**config.mk**
```make
export PLATFORM = sky130hd
export DESIGN_NAME = onewire_slave_phy
export DESIGN_NICKNAME = d
export VERILOG_FILES = /design/src/rtl/owphy_pkg.sv /design/src/rtl/owphy_sync.sv /design/src/rtl/owphy_low_timer.sv /design/src/rtl/owphy_slot_fsm.sv /design/src/rtl/onewire_slave_phy.sv
export SDC_FILE = /design/constraint.sdc
export NUM_CORES = 1
export LEC_CHECK = 0
export BUFFER_PORTS_ARGS = -buffer_cell sky130_fd_sc_hd__buf_4
export CAP_MARGIN = 20
export CORE_MARGIN = 3
export CORE_UTILIZATION = 54
export CTS_BUF_LIST = sky130_fd_sc_hd__clkbuf_2
export DETAILED_ROUTE_END_ITERATION = 10
export PLACE_DENSITY_LB_ADDON = 0.3
export REMOVE_ABC_BUFFERS = 1
export SYNTH_ARGS = -nofsm -noshare
export SYNTH_HDL_FRONTEND = slang
export SYNTH_SLANG_ARGS = --single-unit
```
**constraint.sdc**
```tcl
create_clock -name clk -period 2.05 [get_ports clk]
set_input_delay 0.205 -clock clk [delete_from_list [all_inputs] [get_ports clk]]
set_output_delay 0.205 -clock clk [all_outputs]
set_load 0.05 [all_outputs]
```
**src/rtl/owphy_pkg.sv**
```systemverilog
package owphy_pkg;

  typedef enum logic [2:0] {
    ST_IDLE,    // waiting for a falling edge
    ST_SLOT,    // timing a slot from the falling edge
    ST_RX0,     // zero sampled, waiting for the line to rise
    ST_WAITHI,  // slot done, waiting for released line
    ST_RSTLOW,  // reset seen, waiting for the line to rise
    ST_PWAIT,   // gap before the presence pulse
    ST_PDRV,    // presence pulse driven
    ST_PREL     // presence released, waiting for high line
  } phy_state_t;

  function automatic int max2(input int a, input int b);
    return (a > b) ? a : b;
  endfunction

endpackage

```
**src/rtl/owphy_sync.sv**
```systemverilog
module owphy_sync #(
  parameter int STAGES = 2
) (
  input  logic clk,
  input  logic rst_n,
  input  logic bus_i,
  output logic line_o,
  output logic fall_o
);

  logic [STAGES-1:0] chain_q;
  logic              prev_q;

  for (genvar g = 0; g < STAGES; g++) begin : g_stage
    logic d_in;
    if (g == 0) begin : g_first
      assign d_in = bus_i;
    end else begin : g_next
      assign d_in = chain_q[g-1];
    end
    always_ff @(posedge clk or negedge rst_n) begin
      if (!rst_n) chain_q[g] <= 1'b1;
      else        chain_q[g] <= d_in;
    end
  end

  always_ff @(posedge clk or negedge rst_n) begin
    if (!rst_n) prev_q <= 1'b1;
    else        prev_q <= chain_q[STAGES-1];
  end

  assign line_o = chain_q[STAGES-1];
  assign fall_o = prev_q & ~chain_q[STAGES-1];

endmodule

```
**src/rtl/owphy_low_timer.sv**
```systemverilog
module owphy_low_timer #(
  parameter int RST_T   = 1920,
  parameter int ABORT_T = 480,
  localparam int CW     = $clog2(RST_T + 1)
) (
  input  logic clk,
  input  logic rst_n,
  input  logic line_i,
  output logic rst_hit_o,
  output logic abort_o
);

  localparam logic [CW-1:0] CMAX  = CW'(RST_T);
  localparam logic [CW-1:0] HIT_V = CW'(RST_T - 1);
  localparam logic [CW-1:0] AB_V  = CW'(ABORT_T);

  logic [CW-1:0] cnt_q, cnt_d;

  always_comb begin
    cnt_d = cnt_q;
    if (line_i)             cnt_d = '0;
    else if (cnt_q != CMAX) cnt_d = cnt_q + 1'b1;
  end

  always_ff @(posedge clk or negedge rst_n) begin
    if (!rst_n) cnt_q <= '0;
    else        cnt_q <= cnt_d;
  end

  assign rst_hit_o = ~line_i & (cnt_q == HIT_V);
  assign abort_o   = ~line_i & (cnt_q >= AB_V);

endmodule

```
**src/rtl/owphy_slot_fsm.sv**
```systemverilog
module owphy_slot_fsm
  import owphy_pkg::*;
#(
  parameter int SAMPLE_T = 120,
  parameter int HOLD_T   = 120,
  parameter int PWAIT_T  = 120,
  parameter int PLEN_T   = 480,
  parameter int TW       = 9
) (
  input  logic clk,
  input  logic rst_n,
  input  logic line_i,
  input  logic fall_i,
  input  logic rst_hit_i,
  input  logic abort_i,
  input  logic tx_arm_i,
  input  logic tx_bit_i,
  output logic pull_dn_o,
  output logic rx_valid_o,
  output logic rx_bit_o,
  output logic tx_req_o,
  output logic reset_seen_o
);

  localparam logic [TW-1:0] SMP_END  = TW'(SAMPLE_T - 1);
  localparam logic [TW-1:0] HOLD_END = TW'(HOLD_T - 1);
  localparam logic [TW-1:0] PW_END   = TW'(PWAIT_T - 1);
  localparam logic [TW-1:0] PL_END   = TW'(PLEN_T - 1);

  phy_state_t    st_q, st_d;
  logic [TW-1:0] tmr_q, tmr_d;
  logic          mode_q, mode_d;
  logic          pull_q, pull_d;
  logic          rxv_q, rxv_d;
  logic          rxb_q, rxb_d;
  logic          txr_q, txr_d;
  logic          rsts_q, rsts_d;

  always_comb begin
    st_d   = st_q;
    tmr_d  = tmr_q;
    mode_d = mode_q;
    pull_d = 1'b0;
    rxv_d  = 1'b0;
    rxb_d  = rxb_q;
    txr_d  = 1'b0;
    rsts_d = 1'b0;

    case (st_q)
      ST_IDLE: begin
        tmr_d = '0;
        if (fall_i) begin
          st_d   = ST_SLOT;
          mode_d = tx_arm_i;
          if (tx_arm_i) begin
            txr_d  = 1'b1;
            pull_d = ~tx_bit_i;
          end
        end
      end
      ST_SLOT: begin
        tmr_d = tmr_q + 1'b1;
        if (mode_q) begin
          pull_d = pull_q;
          if (tmr_q == HOLD_END) begin
            pull_d = 1'b0;
            st_d   = ST_WAITHI;
          end
        end else if (tmr_q == SMP_END) begin
          if (line_i) begin
            rxv_d = 1'b1;
            rxb_d = 1'b1;
            st_d  = ST_WAITHI;
          end else begin
            st_d  = ST_RX0;
          end
        end
      end
      ST_RX0: begin
        if (abort_i) begin
          st_d = ST_WAITHI;
        end else if (line_i) begin
          rxv_d = 1'b1;
          rxb_d = 1'b0;
          st_d  = ST_IDLE;
        end
      end
      ST_WAITHI: begin
        if (line_i) st_d = ST_IDLE;
      end
      ST_RSTLOW: begin
        tmr_d = '0;
        if (line_i) st_d = ST_PWAIT;
      end
      ST_PWAIT: begin
        tmr_d = tmr_q + 1'b1;
        if (tmr_q == PW_END) begin
          tmr_d  = '0;
          pull_d = 1'b1;
          st_d   = ST_PDRV;
        end
      end
      ST_PDRV: begin
        tmr_d  = tmr_q + 1'b1;
        pull_d = 1'b1;
        if (tmr_q == PL_END) begin
          pull_d = 1'b0;
          st_d   = ST_PREL;
        end
      end
      ST_PREL: begin
        if (line_i) st_d = ST_IDLE;
      end
      default: st_d = ST_IDLE;
    endcase

    if (rst_hit_i) begin
      st_d   = ST_RSTLOW;
      tmr_d  = '0;
      pull_d = 1'b0;
      rxv_d  = 1'b0;
      txr_d  = 1'b0;
      rsts_d = 1'b1;
    end
  end

  always_ff @(posedge clk or negedge rst_n) begin
    if (!rst_n) begin
      st_q   <= ST_IDLE;
      tmr_q  <= '0;
      mode_q <= 1'b0;
      pull_q <= 1'b0;
      rxv_q  <= 1'b0;
      rxb_q  <= 1'b0;
      txr_q  <= 1'b0;
      rsts_q <= 1'b0;
    end else begin
      st_q   <= st_d;
      tmr_q  <= tmr_d;
      mode_q <= mode_d;
      pull_q <= pull_d;
      rxv_q  <= rxv_d;
      rxb_q  <= rxb_d;
      txr_q  <= txr_d;
      rsts_q <= rsts_d;
    end
  end

  assign pull_dn_o    = pull_q;
  assign rx_valid_o   = rxv_q;
  assign rx_bit_o     = rxb_q;
  assign tx_req_o     = txr_q;
  assign reset_seen_o = rsts_q;

endmodule

```
**src/rtl/onewire_slave_phy.sv**
```systemverilog
module onewire_slave_phy
  import owphy_pkg::*;
#(
  parameter int TICKS_PER_US = 4,
  parameter int SYNC_STAGES  = 2,
  parameter int RESET_US     = 480,
  parameter int ABORT_US     = 120,
  parameter int SAMPLE_US    = 30,
  parameter int HOLD_US      = 30,
  parameter int PRES_WAIT_US = 30,
  parameter int PRES_LEN_US  = 120
) (
  input  logic clk,
  input  logic rst_n,
  input  logic bus_i,
  output logic pull_dn_o,
  output logic rx_valid_o,
  output logic rx_bit_o,
  input  logic tx_arm_i,
  input  logic tx_bit_i,
  output logic tx_req_o,
  output logic reset_seen_o
);

  localparam int RST_T   = RESET_US * TICKS_PER_US;
  localparam int ABORT_T = ABORT_US * TICKS_PER_US;
  localparam int SMP_T   = SAMPLE_US * TICKS_PER_US;
  localparam int HOLD_T  = HOLD_US * TICKS_PER_US;
  localparam int PW_T    = PRES_WAIT_US * TICKS_PER_US;
  localparam int PL_T    = PRES_LEN_US * TICKS_PER_US;
  localparam int DRV_T   = max2(HOLD_T, PL_T);
  localparam int TMAX    = max2(max2(SMP_T, HOLD_T), max2(PW_T, PL_T));
  localparam int TW      = $clog2(TMAX + 1);

  logic line_s, fall_s, rst_hit_s, abort_s;

  owphy_sync #(.STAGES(SYNC_STAGES)) u_sync (
    .clk    (clk),
    .rst_n  (rst_n),
    .bus_i  (bus_i),
    .line_o (line_s),
    .fall_o (fall_s)
  );

  owphy_low_timer #(.RST_T(RST_T), .ABORT_T(ABORT_T)) u_low (
    .clk       (clk),
    .rst_n     (rst_n),
    .line_i    (line_s),
    .rst_hit_o (rst_hit_s),
    .abort_o   (abort_s)
  );

  owphy_slot_fsm #(
    .SAMPLE_T (SMP_T),
    .HOLD_T   (HOLD_T),
    .PWAIT_T  (PW_T),
    .PLEN_T   (PL_T),
    .TW       (TW)
  ) u_fsm (
    .clk          (clk),
    .rst_n        (rst_n),
    .line_i       (line_s),
    .fall_i       (fall_s),
    .rst_hit_i    (rst_hit_s),
    .abort_i      (abort_s),
    .tx_arm_i     (tx_arm_i),
    .tx_bit_i     (tx_bit_i),
    .pull_dn_o    (pull_dn_o),
    .rx_valid_o   (rx_valid_o),
    .rx_bit_o     (rx_bit_o),
    .tx_req_o     (tx_req_o),
    .reset_seen_o (reset_seen_o)
  );

endmodule

```
Yosys cells after proc, flatten, opt, wreduce, memory -nomap -nowiden
Index checks and enable logic that the tools add are counted.
{"block": "totals", "regBits": 32}
{"block": "classes", "bitwise": 5, "eq_ne": 22, "add_sub_neg": 2, "magnitude_cmp": 1, "reduce_logical": 10, "muxes": 42}
{"cell": "3-bit 2-to-1 mux", "n": 10}
{"cell": "9-bit one-hot mux with 3 select lines", "n": 1}
{"cell": "1-bit 2-to-1 mux", "n": 23}
{"cell": "11-bit 2-to-1 mux", "n": 2}
{"cell": "3-bit one-hot mux with 7 select lines", "n": 1}
{"cell": "9-bit 2-to-1 mux", "n": 2}
{"cell": "3-bit equality test, second input constant", "n": 4}
{"cell": "11-bit by 1-bit adder with 11-bit output, second input constant", "n": 1}
{"cell": "11-bit equality test, second input constant", "n": 1}
{"cell": "11-bit by 9-bit greater-or-equal comparator with 1-bit output, second input constant", "n": 1}
{"cell": "11-bit inequality test, second input constant", "n": 1}
{"cell": "9-bit by 1-bit adder with 9-bit output, second input constant", "n": 1}
{"cell": "9-bit by 7-bit equality test with 1-bit output, second input constant", "n": 1}
{"cell": "9-bit equality test, second input constant", "n": 1}
{"cell": "3-bit by 2-bit inequality test with 1-bit output, second input constant", "n": 3}
{"cell": "2-bit inequality test, second input constant", "n": 4}
{"cell": "3-bit by 2-bit equality test with 1-bit output, second input constant", "n": 2}
{"cell": "3-bit inequality test, second input constant", "n": 2}
{"cell": "6-bit AND reduction", "n": 1}
{"cell": "2-bit OR reduction", "n": 3}
{"cell": "5-bit AND reduction", "n": 1}
{"cell": "4-bit inequality test, second input constant", "n": 1}
{"cell": "1-bit one-hot mux with 2 select lines", "n": 2}
{"cell": "1-bit one-hot mux with 4 select lines", "n": 1}
{"cell": "8 further kinds", "n": 12}

Logic depth before layout (Yosys ltp)
{"block": "logic_depth", "ltp_word": 5, "depth_mapped": 6, "depth_no_buf": 6}

Cells and area by module
From an unflattened synthesis, not the netlist that was laid out.
{"block": "hier_totals", "cells_unflattened": 178, "area_unflattened_um2": 1761.7}
{"module": "owphy_slot_fsm", "n_inst": 1, "area_per_inst_um2": 1054.8, "cells_per_inst": 108}
{"module": "owphy_low_timer", "n_inst": 1, "area_per_inst_um2": 614.3, "cells_per_inst": 66}
{"module": "owphy_sync", "n_inst": 1, "area_per_inst_um2": 92.6, "cells_per_inst": 4}

Least setup slack after synthesis
No wires, ideal clock.
{"block": "synth_timing", "path_kind": "reg-to-reg", "startpoint": "register u_low.cnt_q[0]", "endpoint": "register u_low.cnt_q[1]", "required_time_ns": 1.918, "slack_ns": 0.280, "arrival_time_ns": 1.638, "path_buffers": 0, "setup_time_ns": 0.132, "stages_incl_launch_ff": 7, "synth_period_minus_slack_ns": 1.770, "cell_sequence": "dfrtp_1 inv_1 ha_1 or4b_1 or4_4 mux2i_1 nor2_1"}
{"block": "synth_via", "elab_chain_cells": 3, "word_cells_on_any_way": 5, "cone_classes": "1 x add/sub; 1 x eq/ne; 2 x mux; 1 x reduce/logical"}
{"element": "from (decl)", "line_no": "owphy_low_timer.sv:17", "source": "logic [CW-1:0] cnt_q, cnt_d;"}
{"element": "from (signal assigned)", "line_no": "owphy_low_timer.sv:27", "source": "else cnt_q <= cnt_d;"}
{"element": "11-bit by 1-bit adder with 11-bit output", "line_no": "owphy_low_timer.sv:22", "source": "else if (cnt_q != CMAX) cnt_d = cnt_q + 1'b1;"}
{"element": "11-bit 2-to-1 mux", "line_no": "owphy_low_timer.sv:22"}
{"element": "11-bit 2-to-1 mux", "line_no": "owphy_low_timer.sv:21", "source": "if (line_i) cnt_d = '0;"}
Several ways; a longest one is shown, not always the timed one. The select of a mux whose other input is x is not followed.
A chain may end at the register's enable or synchronous reset.

Worst setup path after layout
{"block": "layout_timing", "startpoint": "register u_fsm.tmr_q[1]", "endpoint": "register u_fsm.st_q[0]"}
{"block": "layout_via", "elab_chain_cells": 3, "word_cells_on_any_way": 6, "cone_classes": "5 x eq/ne; 1 x reduce/logical"}
{"element": "from (decl)", "line_no": "owphy_slot_fsm.sv:31", "source": "logic [TW-1:0] tmr_q, tmr_d;"}
{"element": "from (signal assigned)", "line_no": "owphy_slot_fsm.sv:139", "source": "tmr_q <= tmr_d;"}
{"element": "9-bit equality test or 9-bit by 7-bit equality test with 1-bit output (tied branches)"}
{"element": "3-bit by 2-bit inequality test with 1-bit output (no line)"}
{"element": "5-bit AND reduction (no line) (*)"}
{"element": "to (signal assigned)", "line_no": "owphy_slot_fsm.sv:138", "source": "st_q <= st_d;"}
{"element": "to (decl)", "line_no": "owphy_slot_fsm.sv:30", "source": "phy_state_t st_q, st_d;"}
Every way passes the cells marked *; elsewhere a longest branch is shown, timed or not.

==> results.json <==
{
  "status": "complete, no violations",
  "grt_pass1_wl_mm": 6.22,
  "grt-ovfl-total": 0,
  "wl_per_cell_um": 15.2,
  "p_leak_nw": 0.778,
  "avgSynthCellArea_um2": 9.33,
  "cts_buffers": 5,
  "antenna_found_initial": 0,
  "hold_class": "input port to flop",
  "use_met3_pct": 5.04,
  "syn2layout_area_growth_pct": 9.43,
  "post-place-ws_ps": 110,
  "ctsRootBufferMaster": "clkbuf_2",
  "setup_viol": 0,
  "pwr-share-seq_pct": 57.8,
  "finClkSkew_ps": 17.7,
  "slew_viol_final": 0,
  "antenna_cells": 0,
  "final_cell_area_mm2": 0.00189,
  "ant_nets": 0,
  "cts_sinks": 32,
  "synth_cell_types": 53,
  "pwr-share-clk_pct": 20.8,
  "fillers": 259,
  "cts_tree": "built",
  "grt.total_usage_pct": 19.4,
  "internal-power_uw": 929,
  "dominantRegCellSynth": "dfrtp_1",
  "io_buffers": 9,
  "avgViaCountPerCell": 6.11,
  "wl_mm": 3.64,
  "grt_pass1_vias": 1394,
  "min_period_over_period_pct": 92.9,
  "placed_area_mm2": 0.00182,
  "hold_violations": 0,
  "use_met2_pct": 32.5,
  "fmax_mhz": 525,
  "crit_type": "flop to flop",
  "cts_max_level": 2,
  "die_height_um": 62.5,
  "die_area_mm2": 0.00391,
  "worst-endpoint-required_ps": 2320,
  "gp_congestion": 0.882,
  "maxCapViolCount": 0,
  "nNetsFinal": 204,
  "drt_iter0_markers": 154,
  "fp-row-count": 19,
  "cp_num_buf_inv": 0,
  "postCtsSetupBuffers": 0,
  "grt_max_degree": 33,
  "power_density_mw_per_mm2": 747,
  "clkLatencyLatePin_ps": 350,
  "grt_busiest_layer": "met2",
  "core_mm2": 0.00290,
  "timing.hold.ws_ps": 112,
  "relSlewSlack_pct": 65.6,
  "critPathMaxStageDelay_ps": 440,
  "critical-path-top-delay-family": "compound AO/OA/AOI/OAI gates",
  "top_level_ports": 10,
  "synth_area_leader_cell": "dfrtp_1",
  "crit_path_cell_trace": "ha_1, nand4_1, o41ai_2, o311ai_0, a221oi_1",
  "via_count": 1461,
  "synth_edf_count": 0,
  "ys_ff_latch": 32,
  "synth_area_leaders": "dfrtp_1 42%, dfstp_2 4.6%, a21oi_1 3.8%, nor2_1 3.5%, nand2_1 3.3%",
  "fin_ws_ps": 146,
  "rsz0062_at_grt": "false",
  "power_switching_uw": 481,
  "critPathSlowestCell": "dfrtp_1",
  "synth_top_area_share_pct": 42.1,
  "grt_use_met1_pct": 25.1,
  "tns_ps": 0,
  "cts_buffer_depth": 2,
  "synth_area_mm2": 0.00173,
  "synth-seq-area-share_pct": 46.6,
  "synth-async-reset-ratio_pct": 100,
  "p_comb_share_pct": 21.4,
  "start_util_pct": 59.5,
  "cp-start-kind": "flop",
  "ir_worst_vdd_mv": 0.445,
  "hpwlAfterDp_mm": 2.57,
  "dr.pass1.iters": 4,
  "yosys_warnings": 0,
  "worst_slew_pin_slew_ps": 509,
  "synthCells": 185,
  "route.detailed.drc": 0,
  "cp_max_fo": 5,
  "fin_crit_ps": 1900,
  "cp.arrival_ps": 2170,
  "end_kind": "flop",
  "drive_above_1_share_pct": 13.2,
  "p_sw_share_pct": 34.1,
  "die_w_um": 62.5,
  "clk_pin_slew_worst_paths_ps": 160
}
metrics by stage:
stage	std cells	utilization, %	total power, mW
floorplan	176	-	1.02
global placement	229	62.8	1.09
detailed placement	229	62.8	1.12
CTS	239	64.8	1.42
global route	239	65.1	1.51
finish	239	65.1	1.41
kinds of logic after synthesis:
| kind of cell | count (synthesis) | share of synthesized area [%] |
|---|---|---|
| buffers and inverters | 17 | 3.99 |
| adder cells (fa/ha/maj) | 3 | 2.18 |
| AND/OR/NAND/NOR | 78 | 24.6 |
| flip-flops | 32 | 46.6 |
| AO/OA/AOI/OAI | 45 | 17.3 |
| XOR/XNOR | 8 | 4.06 |
| multiplexers | 2 | 1.23 |
tightest hold or removal path: stages:
cell and delay [ps]:
buf_4 70, nand3_1 90, nand2_1 70
routing by layer:
metal	wire, µm	share of wire (%)
met4	36	0.99
met3	145	4.0
met5	0	0
met1	1640	45
met2	1820	50
sequential cells by signal, summed over array words and instances (netlist names):
| name | count |
|---|---|
| u_fsm.tx_req_o | 1 |
| u_fsm.rx_valid_o | 1 |
| u_sync.line_o | 1 |
| u_fsm.pull_dn_o | 1 |
| u_low.cnt_q | 11 |
| u_sync.prev_q | 1 |
| u_fsm.mode_q | 1 |
| u_fsm.rx_bit_o | 1 |
| u_fsm.reset_seen_o | 1 |
| u_fsm.tmr_q | 9 |
| u_fsm.st_q | 3 |
| u_sync.g_stage.d_in | 1 |
Yosys cell counts (2+ instances only):
| master | n |
|---|---|
| nand2_1 | 15 |
| a21oi_1 | 13 |
| o21ai_0 | 7 |
| nand2b_1 | 2 |
| nand3_1 | 10 |
| nor2b_1 | 2 |
| nand4_1 | 3 |
| a211oi_1 | 2 |
| or3_1 | 2 |
| o21a_1 | 4 |
| o22ai_1 | 4 |
| xnor2_1 | 6 |
| inv_1 | 8 |
| nor4_1 | 2 |
| nor3b_1 | 2 |
| buf_2 | 3 |
| o311ai_0 | 2 |
| ha_1 | 3 |
| and2_1 | 3 |
| dfrtp_1 | 29 |
| xor2_1 | 2 |
| nor3_1 | 9 |
| clkbuf_1 | 4 |
| nor2_1 | 16 |
| o41a_1 | 2 |
| dfstp_2 | 3 |
cells in the final DEF, fill, tap and decap left out, drive strengths merged, types with 7 or more instances in the layout:
master,n
nor2,16
nor3,9
a21oi,13
dfrtp,29
nand2,15
o21ai,7
clkbuf,7
nand3,10
inv,8
buf,11
final cells by class:
class	instances	area [µm²]	share of cell area, %
clock buffers	7	35.0	1.86
clock inverters	1	3.75	0.199
inverters	8	30.0	1.59
multi-input cells	136	860	45.5
flip-flops and latches	32	805	42.6
well taps	42	52.6	2.78
repair buffers	13	103	5.43
path summary, 6_finish.rpt:
kind	start	end	slack, ps	cells past startpoint
worst max-delay path	u_fsm.tmr_q[1]	u_fsm.st_q[0]	150	5
min in group asynchronous	rst_n	u_fsm.tmr_q[6]	290	2
worst max register to register	u_fsm.tmr_q[1]	u_fsm.st_q[0]	150	5
max in group asynchronous	rst_n	u_sync.g_stage[1].d_in	1410	2
worst min-delay path	tx_arm_i	u_fsm.mode_q	110	3
worst min register to register	u_sync.g_stage[1].d_in	u_sync.line_o	370	0
timing repair:
item	4_1_cts	5_1_grt
hold endpoints to repair	30	0
gates resized for setup	0	1
endpoints found under the setup margin	0	1
hold buffers	2	0
power by group through the flow:
stage	clock network [mW]	registers (mW)	logic, mW
5_1_grt	0.343	0.822	0.340
2_1_floorplan	0	0.798	0.223
4_1_cts	0.313	0.809	0.300
3_5_place_dp	0	0.823	0.297
6_report	0.294	0.815	0.301
3_3_place_gp	0	0.813	0.279
(Power assumes the default switching activity.)
